$ cat src/rtl/tec_pkg.sv
package tec_pkg;
    localparam int DATA_W  = 32;
    localparam int ADDR_W  = 4;
    localparam int N_TRIG  = 2;
    localparam int N_ALARM = 2;
    localparam int N_PULSE = 3;

    // event bit positions (shared with the mask word)
    localparam int TRIG_EVT_LSB  = 24;
    localparam int ALARM_EVT_LSB = 16;
    localparam int PULSE_EVT_TOP = 7;

    // control bit positions
    localparam int TRIG_EDGE_LSB = 8;
    localparam int ALARM_POL_TOP = 31;

    // word addresses
    localparam int OFS_CTRL       = 0;
    localparam int OFS_EVENT      = 1;
    localparam int OFS_MASK       = 2;
    localparam int OFS_ALARM_BASE = 4;
    localparam int OFS_STAMP_BASE = 8;

    typedef enum logic {
        TRG_LOW  = 1'b0,
        TRG_HIGH = 1'b1
    } trg_state_e;

    function automatic logic [DATA_W-1:0] evt_impl_bits();
        logic [DATA_W-1:0] m;
        m = '0;
        for (int t = 0; t < N_TRIG; t++)  m[TRIG_EVT_LSB + t]  = 1'b1;
        for (int a = 0; a < N_ALARM; a++) m[ALARM_EVT_LSB + a] = 1'b1;
        for (int p = 0; p < N_PULSE; p++) m[PULSE_EVT_TOP - p] = 1'b1;
        return m;
    endfunction

    function automatic logic [DATA_W-1:0] ctrl_impl_bits();
        logic [DATA_W-1:0] m;
        m = '0;
        for (int t = 0; t < N_TRIG; t++)  m[TRIG_EDGE_LSB + t] = 1'b1;
        for (int a = 0; a < N_ALARM; a++) m[ALARM_POL_TOP - a] = 1'b1;
        return m;
    endfunction

    localparam logic [DATA_W-1:0] EVT_IMPL  = evt_impl_bits();
    localparam logic [DATA_W-1:0] CTRL_IMPL = ctrl_impl_bits();
endpackage

$ cat src/rtl/tec_trig_channel.sv
module tec_trig_channel
    import tec_pkg::*;
#(
    parameter int TIME_W      = 64,
    parameter int SYNC_STAGES = 2
) (
    input  logic              clk,
    input  logic              rst_n,
    input  logic              trig_async,
    input  logic              fall_sel,
    input  logic [TIME_W-1:0] time_now,
    output logic              capture,
    output logic [TIME_W-1:0] stamp
);
    logic [SYNC_STAGES-1:0] sync_q;
    logic                   level;
    trg_state_e             state_q;
    trg_state_e             state_d;

    always_ff @(posedge clk or negedge rst_n) begin
        if (!rst_n) sync_q <= '0;
        else        sync_q <= {sync_q[SYNC_STAGES-2:0], trig_async};
    end

    assign level = sync_q[SYNC_STAGES-1];

    // state register
    always_ff @(posedge clk or negedge rst_n) begin
        if (!rst_n) state_q <= TRG_LOW;
        else        state_q <= state_d;
    end

    // next state
    always_comb begin
        state_d = state_q;
        unique case (state_q)
            TRG_LOW:  if (level)  state_d = TRG_HIGH;
            TRG_HIGH: if (!level) state_d = TRG_LOW;
        endcase
    end

    // outputs: capture on the transition that matches the selected edge
    always_comb begin
        capture = 1'b0;
        unique case (state_q)
            TRG_LOW:  capture = level & ~fall_sel;
            TRG_HIGH: capture = ~level & fall_sel;
        endcase
    end

    always_ff @(posedge clk or negedge rst_n) begin
        if (!rst_n)       stamp <= '0;
        else if (capture) stamp <= time_now;
    end
endmodule

$ cat src/rtl/tec_alarm.sv
module tec_alarm #(
    parameter int TIME_W = 64
) (
    input  logic              clk,
    input  logic              rst_n,
    input  logic [TIME_W-1:0] time_now,
    input  logic [TIME_W-1:0] alarm_val,
    input  logic              active_low,
    output logic              hit,
    output logic              pin
);
    logic hit_q;

    assign hit = (time_now == alarm_val);

    always_ff @(posedge clk or negedge rst_n) begin
        if (!rst_n) hit_q <= 1'b0;
        else        hit_q <= hit;
    end

    assign pin = hit_q ^ active_low;
endmodule

$ cat src/rtl/tec_event_block.sv
module tec_event_block
    import tec_pkg::*;
(
    input  logic              clk,
    input  logic              rst_n,
    input  logic [DATA_W-1:0] set_vec,
    input  logic              clr_we,
    input  logic              mask_we,
    input  logic [DATA_W-1:0] wdata,
    output logic [DATA_W-1:0] evt_q,
    output logic [DATA_W-1:0] mask_q,
    output logic              irq
);
    logic [DATA_W-1:0] clr_vec;

    assign clr_vec = clr_we ? (wdata & EVT_IMPL) : '0;

    // a source active in the clearing cycle wins
    always_ff @(posedge clk or negedge rst_n) begin
        if (!rst_n) evt_q <= '0;
        else        evt_q <= ((evt_q & ~clr_vec) | set_vec) & EVT_IMPL;
    end

    always_ff @(posedge clk or negedge rst_n) begin
        if (!rst_n)       mask_q <= '0;
        else if (mask_we) mask_q <= wdata & EVT_IMPL;
    end

    always_ff @(posedge clk or negedge rst_n) begin
        if (!rst_n) irq <= 1'b0;
        else        irq <= |(evt_q & mask_q);
    end
endmodule

$ cat src/rtl/time_event_hub.sv
module time_event_hub
    import tec_pkg::*;
#(
    parameter int TIME_W      = 64,
    parameter int SYNC_STAGES = 2
) (
    input  logic                 clk,
    input  logic                 rst_n,
    input  logic [TIME_W-1:0]    time_now,
    input  logic [N_TRIG-1:0]    trig_in,
    input  logic [N_PULSE-1:0]   pulse_in,
    input  logic                 wr_en,
    input  logic                 rd_en,
    input  logic [ADDR_W-1:0]    addr,
    input  logic [DATA_W-1:0]    wdata,
    output logic [DATA_W-1:0]    rdata,
    output logic                 irq,
    output logic [N_ALARM-1:0]   alarm_pin
);
    localparam int HI_W = TIME_W - DATA_W;

    logic [DATA_W-1:0] ctrl_q;
    logic [TIME_W-1:0] alarm_q [N_ALARM];
    logic [TIME_W-1:0] stamp_w [N_TRIG];
    logic [N_TRIG-1:0] cap_w;
    logic [N_ALARM-1:0] hit_w;
    logic [DATA_W-1:0] set_vec;
    logic [DATA_W-1:0] evt_w;
    logic [DATA_W-1:0] mask_w;
    logic [DATA_W-1:0] rd_mux;
    logic              wr_ctrl;
    logic              wr_evt;
    logic              wr_mask;

    assign wr_ctrl = wr_en && (addr == ADDR_W'(OFS_CTRL));
    assign wr_evt  = wr_en && (addr == ADDR_W'(OFS_EVENT));
    assign wr_mask = wr_en && (addr == ADDR_W'(OFS_MASK));

    always_ff @(posedge clk or negedge rst_n) begin
        if (!rst_n)       ctrl_q <= '0;
        else if (wr_ctrl) ctrl_q <= wdata & CTRL_IMPL;
    end

    always_ff @(posedge clk or negedge rst_n) begin
        if (!rst_n) begin
            for (int k = 0; k < N_ALARM; k++) alarm_q[k] <= '1;
        end else if (wr_en) begin
            for (int k = 0; k < N_ALARM; k++) begin
                if (addr == ADDR_W'(OFS_ALARM_BASE + 2 * k))
                    alarm_q[k][DATA_W-1:0] <= wdata;
                if (addr == ADDR_W'(OFS_ALARM_BASE + 2 * k + 1))
                    alarm_q[k][TIME_W-1:DATA_W] <= wdata[HI_W-1:0];
            end
        end
    end

    for (genvar k = 0; k < N_TRIG; k++) begin : g_trig
        tec_trig_channel #(
            .TIME_W     (TIME_W),
            .SYNC_STAGES(SYNC_STAGES)
        ) u_trg (
            .clk       (clk),
            .rst_n     (rst_n),
            .trig_async(trig_in[k]),
            .fall_sel  (ctrl_q[TRIG_EDGE_LSB + k]),
            .time_now  (time_now),
            .capture   (cap_w[k]),
            .stamp     (stamp_w[k])
        );
    end

    for (genvar k = 0; k < N_ALARM; k++) begin : g_alarm
        tec_alarm #(
            .TIME_W(TIME_W)
        ) u_alm (
            .clk       (clk),
            .rst_n     (rst_n),
            .time_now  (time_now),
            .alarm_val (alarm_q[k]),
            .active_low(ctrl_q[ALARM_POL_TOP - k]),
            .hit       (hit_w[k]),
            .pin       (alarm_pin[k])
        );
    end

    always_comb begin
        set_vec = '0;
        for (int k = 0; k < N_TRIG; k++)  set_vec[TRIG_EVT_LSB + k]  = cap_w[k];
        for (int k = 0; k < N_ALARM; k++) set_vec[ALARM_EVT_LSB + k] = hit_w[k];
        for (int p = 0; p < N_PULSE; p++) set_vec[PULSE_EVT_TOP - p] = pulse_in[p];
    end

    tec_event_block u_evt (
        .clk    (clk),
        .rst_n  (rst_n),
        .set_vec(set_vec),
        .clr_we (wr_evt),
        .mask_we(wr_mask),
        .wdata  (wdata),
        .evt_q  (evt_w),
        .mask_q (mask_w),
        .irq    (irq)
    );

    always_comb begin
        rd_mux = '0;
        if (addr == ADDR_W'(OFS_CTRL))  rd_mux = ctrl_q;
        if (addr == ADDR_W'(OFS_EVENT)) rd_mux = evt_w;
        if (addr == ADDR_W'(OFS_MASK))  rd_mux = mask_w;
        for (int k = 0; k < N_ALARM; k++) begin
            if (addr == ADDR_W'(OFS_ALARM_BASE + 2 * k))
                rd_mux = alarm_q[k][DATA_W-1:0];
            if (addr == ADDR_W'(OFS_ALARM_BASE + 2 * k + 1))
                rd_mux = DATA_W'(alarm_q[k] >> DATA_W);
        end
        for (int k = 0; k < N_TRIG; k++) begin
            if (addr == ADDR_W'(OFS_STAMP_BASE + 2 * k))
                rd_mux = stamp_w[k][DATA_W-1:0];
            if (addr == ADDR_W'(OFS_STAMP_BASE + 2 * k + 1))
                rd_mux = DATA_W'(stamp_w[k] >> DATA_W);
        end
    end

    assign rdata = rd_en ? rd_mux : '0;
endmodule

$ cat config.mk
export PLATFORM = sky130hd
export DESIGN_NAME = time_event_hub
export DESIGN_NICKNAME = d
export VERILOG_FILES = /design/src/rtl/tec_pkg.sv /design/src/rtl/tec_trig_channel.sv /design/src/rtl/tec_alarm.sv /design/src/rtl/tec_event_block.sv /design/src/rtl/time_event_hub.sv
export SDC_FILE = /design/constraint.sdc
export NUM_CORES = 1
export LEC_CHECK = 0
export BUFFER_PORTS_ARGS = -buffer_cell sky130_fd_sc_hd__clkbuf_2
export CAP_MARGIN = 20
export CORE_AREA = 2 2 184 186
export CTS_BUF_LIST = sky130_fd_sc_hd__clkbuf_8
export CTS_CLUSTER_DIAMETER = 120
export DETAILED_ROUTE_END_ITERATION = 10
export DIE_AREA = 0 0 186 188
export PLACE_DENSITY = 0.66
export SETUP_SLACK_MARGIN = 0.05
export SLEW_MARGIN = 30
export SYNTH_ARGS = -nofsm -noshare
export SYNTH_HDL_FRONTEND = slang
export SYNTH_SLANG_ARGS = --single-unit
$ cat constraint.sdc
create_clock -name clk -period 5.8 [get_ports clk]
set_input_delay 1.16 -clock clk [delete_from_list [all_inputs] [get_ports clk]]
set_output_delay 1.16 -clock clk [all_outputs]
set_load 0.005 [all_outputs]
==> results.py <==
metrics = {
    "placed_design": {
        "globalplace.congestion": 0.9054,
        "io_buffers": 143,
        "hpwl_um": 31150,
    },
    "cts": {
        "cts_tree": "done",
        "clock_sinks": 283,
        "numCtsBuffers": 48,
        "clockRootBuffer": "clkbuf_8",
        "insertion_delay_ps": 570,
        "cts_hold_buf": 0,
        "cts_setup_buffers": 0,
        "cts_resized": 0,
        "cts_max_path_buffers": 3,
        "htree_levels": 2,
        "path_clk_slew_ps": 70,
    },
    "timing": {
        "setup_viol": 0,
        "finalHoldViolCount": 0,
        "rsz0062_at_grt": "no",
        "finClkSkew_ps": 15.89,
        "fin_crit_ps": 4609,
        "slew_viol_final": 0,
        "fin_crit_sh": 0.7947,
        "worst_pin_slew_ps": 934.8,
        "slew_headroom": 0.3768,
        "fmax_ghz": 0.2170,
        "tns_ps": 0,
    },
    "final_layout": {
        "drive_gt1_frac": 0.4821,
        "fin_nets": 1415,
        "multi_input_area_um2": 6973,
        "synthToLayoutAreaGrowth_pct": 14.92,
        "diodes": 0,
        "seq_area_um2": 7242,
        "nFillCells": 2938,
    },
    "die": {
        "die_x_um": 186,
        "num_rows": 67,
        "dieArea_um2": 34970,
        "start_util": 0.4410,
        "dieHeight_um": 188,
        "coreArea_um2": 33110,
        "ios": 144,
    },
    "synthesis": {
        "synth_top_area_share": 0.2656,
        "async_flop_share": 1.000,
        "synthFlopType": "dfrtp_1",
        "synth_cells": 1167,
        "seq_area_frac_synth": 0.4960,
        "syn_area_per_cell_um2": 12.51,
        "synth.most_common_cell": "mux2_2",
        "syn_nets": 1276,
        "yosys.area.top_type": "dfrtp_1",
        "ys_seq_elements": 283,
        "synth_enable_flop_cells": 0,
        "synthTopCellsByCount": "mux2_2, dfrtp_1, xor2_1",
        "synth_area_um2": 14600,
        "synth.yosys.warnings": 0,
        "synth_area_leaders": "dfrtp_1, dfstp_2, mux2_2",
        "synth_cell_type_count": 48,
    },
    "grt": {
        "grt.total_usage": 0.2558,
        "grt_pass1_wl_um": 66650,
        "overflow": 0,
        "antenna_found_initial": 0,
        "grt_max_degree": 115,
        "grt_pass1_vias": 10520,
    },
    "critical_path": {
        "end_kind": "output port",
        "critPathKind": "input port to output port",
        "worst_setup_path_start_kind": "input port",
        "worst_ep_required_time_ps": 4640,
        "critical_path_arrival_ps": 3450,
        "crit_fanout": 46,
        "worst-r2r-setup-slack_ps": 3310,
    },
    "drt": {
        "dr.pass1.iters": 6,
        "viasPerCell": 5.884,
        "drc": 0,
        "drt_wl_total_um": 44770,
        "dr.first_iter.drc_count": 913,
        "num_vias": 10550,
        "drtAntennaViolNets": 0,
        "wl_per_cell_um": 24.98,
    },
    "hold_path": {
        "min_path_type": "flop to flop",
    },
    "status": {
        "status": "finished clean",
    },
    "run": {
        "max-cap-violations": 0,
    },
    "power": {
        "power_density_nw_per_um2": 383.7,
        "leakagePower_uw": 0.007015,
        "ir_worst_vdd_v": 0.0001524,
        "power_uw": 6439,
    },
}
report_power, final:
part / leakage [µW] / switching, µW / internal, µW / total (µW)
Sequential: 0.00315 / 375 / 2660 / 3030
Combinational: 0.00325 / 682 / 745 / 1430
Clock: 0.000612 / 827 / 1150 / 1980
critical path, stage by stage:
cell	delay (ps)
buf_4	530
nand2_1	330
nor3_4	750
a222oi_1	320
nor2_1	170
clkbuf_2	140
area by class of cell:
cell class | instances | share of cell area
Sequential cell | 283 | 0.4316
Clock buffer | 63 | 0.05167
Timing Repair Buffer | 163 | 0.05451
Clock inverter | 25 | 0.01260
Multi-Input combinational cell | 807 | 0.4156
Inverter | 3 | 0.0006711
Tap cell | 448 | 0.03341
through the flow:
| step | util | std cells | setup WS, ps | hold WS (ps) | area, µm² |
|---|---|---|---|---|---|
| after floorplan | - | 1167 | 2277 | 331.2 | 14600 |
| after global placement | 0.4730 | 1703 | 1131 | 338.0 | 15660 |
| after global routing | 0.5067 | 1792 | 1106 | 364.7 | 16780 |
| final | 0.5067 | 1792 | 1191 | 355.4 | 16780 |
| after detailed placement | 0.4732 | 1703 | 1237 | 337.9 | 15670 |
| after CTS | 0.5058 | 1791 | 1250 | 357.6 | 16750 |
registers in the layout (all words and copies together) (netlist names):
register	cells
alarm_q	128
ctrl_q	4
g_alarm.u_alm.hit_q	2
g_trig.u_trg.stamp	128
g_trig.u_trg.state_q	2
g_trig.u_trg.sync_q	4
u_evt.evt_q	7
u_evt.irq	1
u_evt.mask_q	7
worst paths after layout:
check | startpoint | cells past startpoint | endpoint
max in group asynchronous | rst_n | 2 | g_trig[1].u_trg.stamp[35]
hold reg to reg | g_trig[0].u_trg.sync_q[0] | 0 | g_trig[0].u_trg.sync_q[1]
min in group asynchronous | rst_n | 1 | u_evt.evt_q[17]
hold / removal | g_trig[0].u_trg.sync_q[0] | 0 | g_trig[0].u_trg.sync_q[1]
setup reg to reg | alarm_q[35] | 5 | u_evt.evt_q[17]
setup / recovery | addr[0] | 6 | rdata[14]
per-layer routing:
metal	routed length, µm	global-route usage	vias to the layer above
met5	0	0	-
met2	21140	0.4031	425
met1	19060	0.3551	5489
met4	1564	0.08995	0
met3	3003	0.04467	99
li1	-	-	4532
cell usage in the layout, fill, tap and decap left out, types with 3 or more instances in the layout:
cell type,synthesis,routed
clkinv_2,0,6
nand2_1,63,62
mux2_2,253,253
a21oi_1,53,53
dfrtp_1,155,155
nor3_1,8,8
a211oi_1,7,7
mux2i_1,6,6
mux2_1,31,31
clkbuf_2,1,140
dfstp_2,128,128
a21boi_0,9,9
o21ai_0,45,43
o22ai_1,9,9
clkbuf_8,0,63
o221ai_1,14,14
a222oi_1,7,7
nor2_1,31,31
nor4_1,34,34
inv_1,1,15
nand2b_1,5,5
and2_1,15,15
o2bb2ai_1,6,6
nand3b_1,9,9
xor2_1,130,130
buf_4,18,18
mux4_2,17,17
bufinv_16,0,4
a22oi_1,3,3
nand4_1,8,8
a211o_1,6,6
a2bb2oi_1,11,11
a21o_1,7,7
logic make-up after synthesis:
family / synth area share
xor gates and xnor gates: 0.07798
and+or+nand+nor: 0.06452
DFF: 0.4960
buffers and inverters: 0.02939
muxes: 0.2494
AOI/OAI and AO/OA: 0.08278
Note: power is estimated with default switching activity, not from simulation.
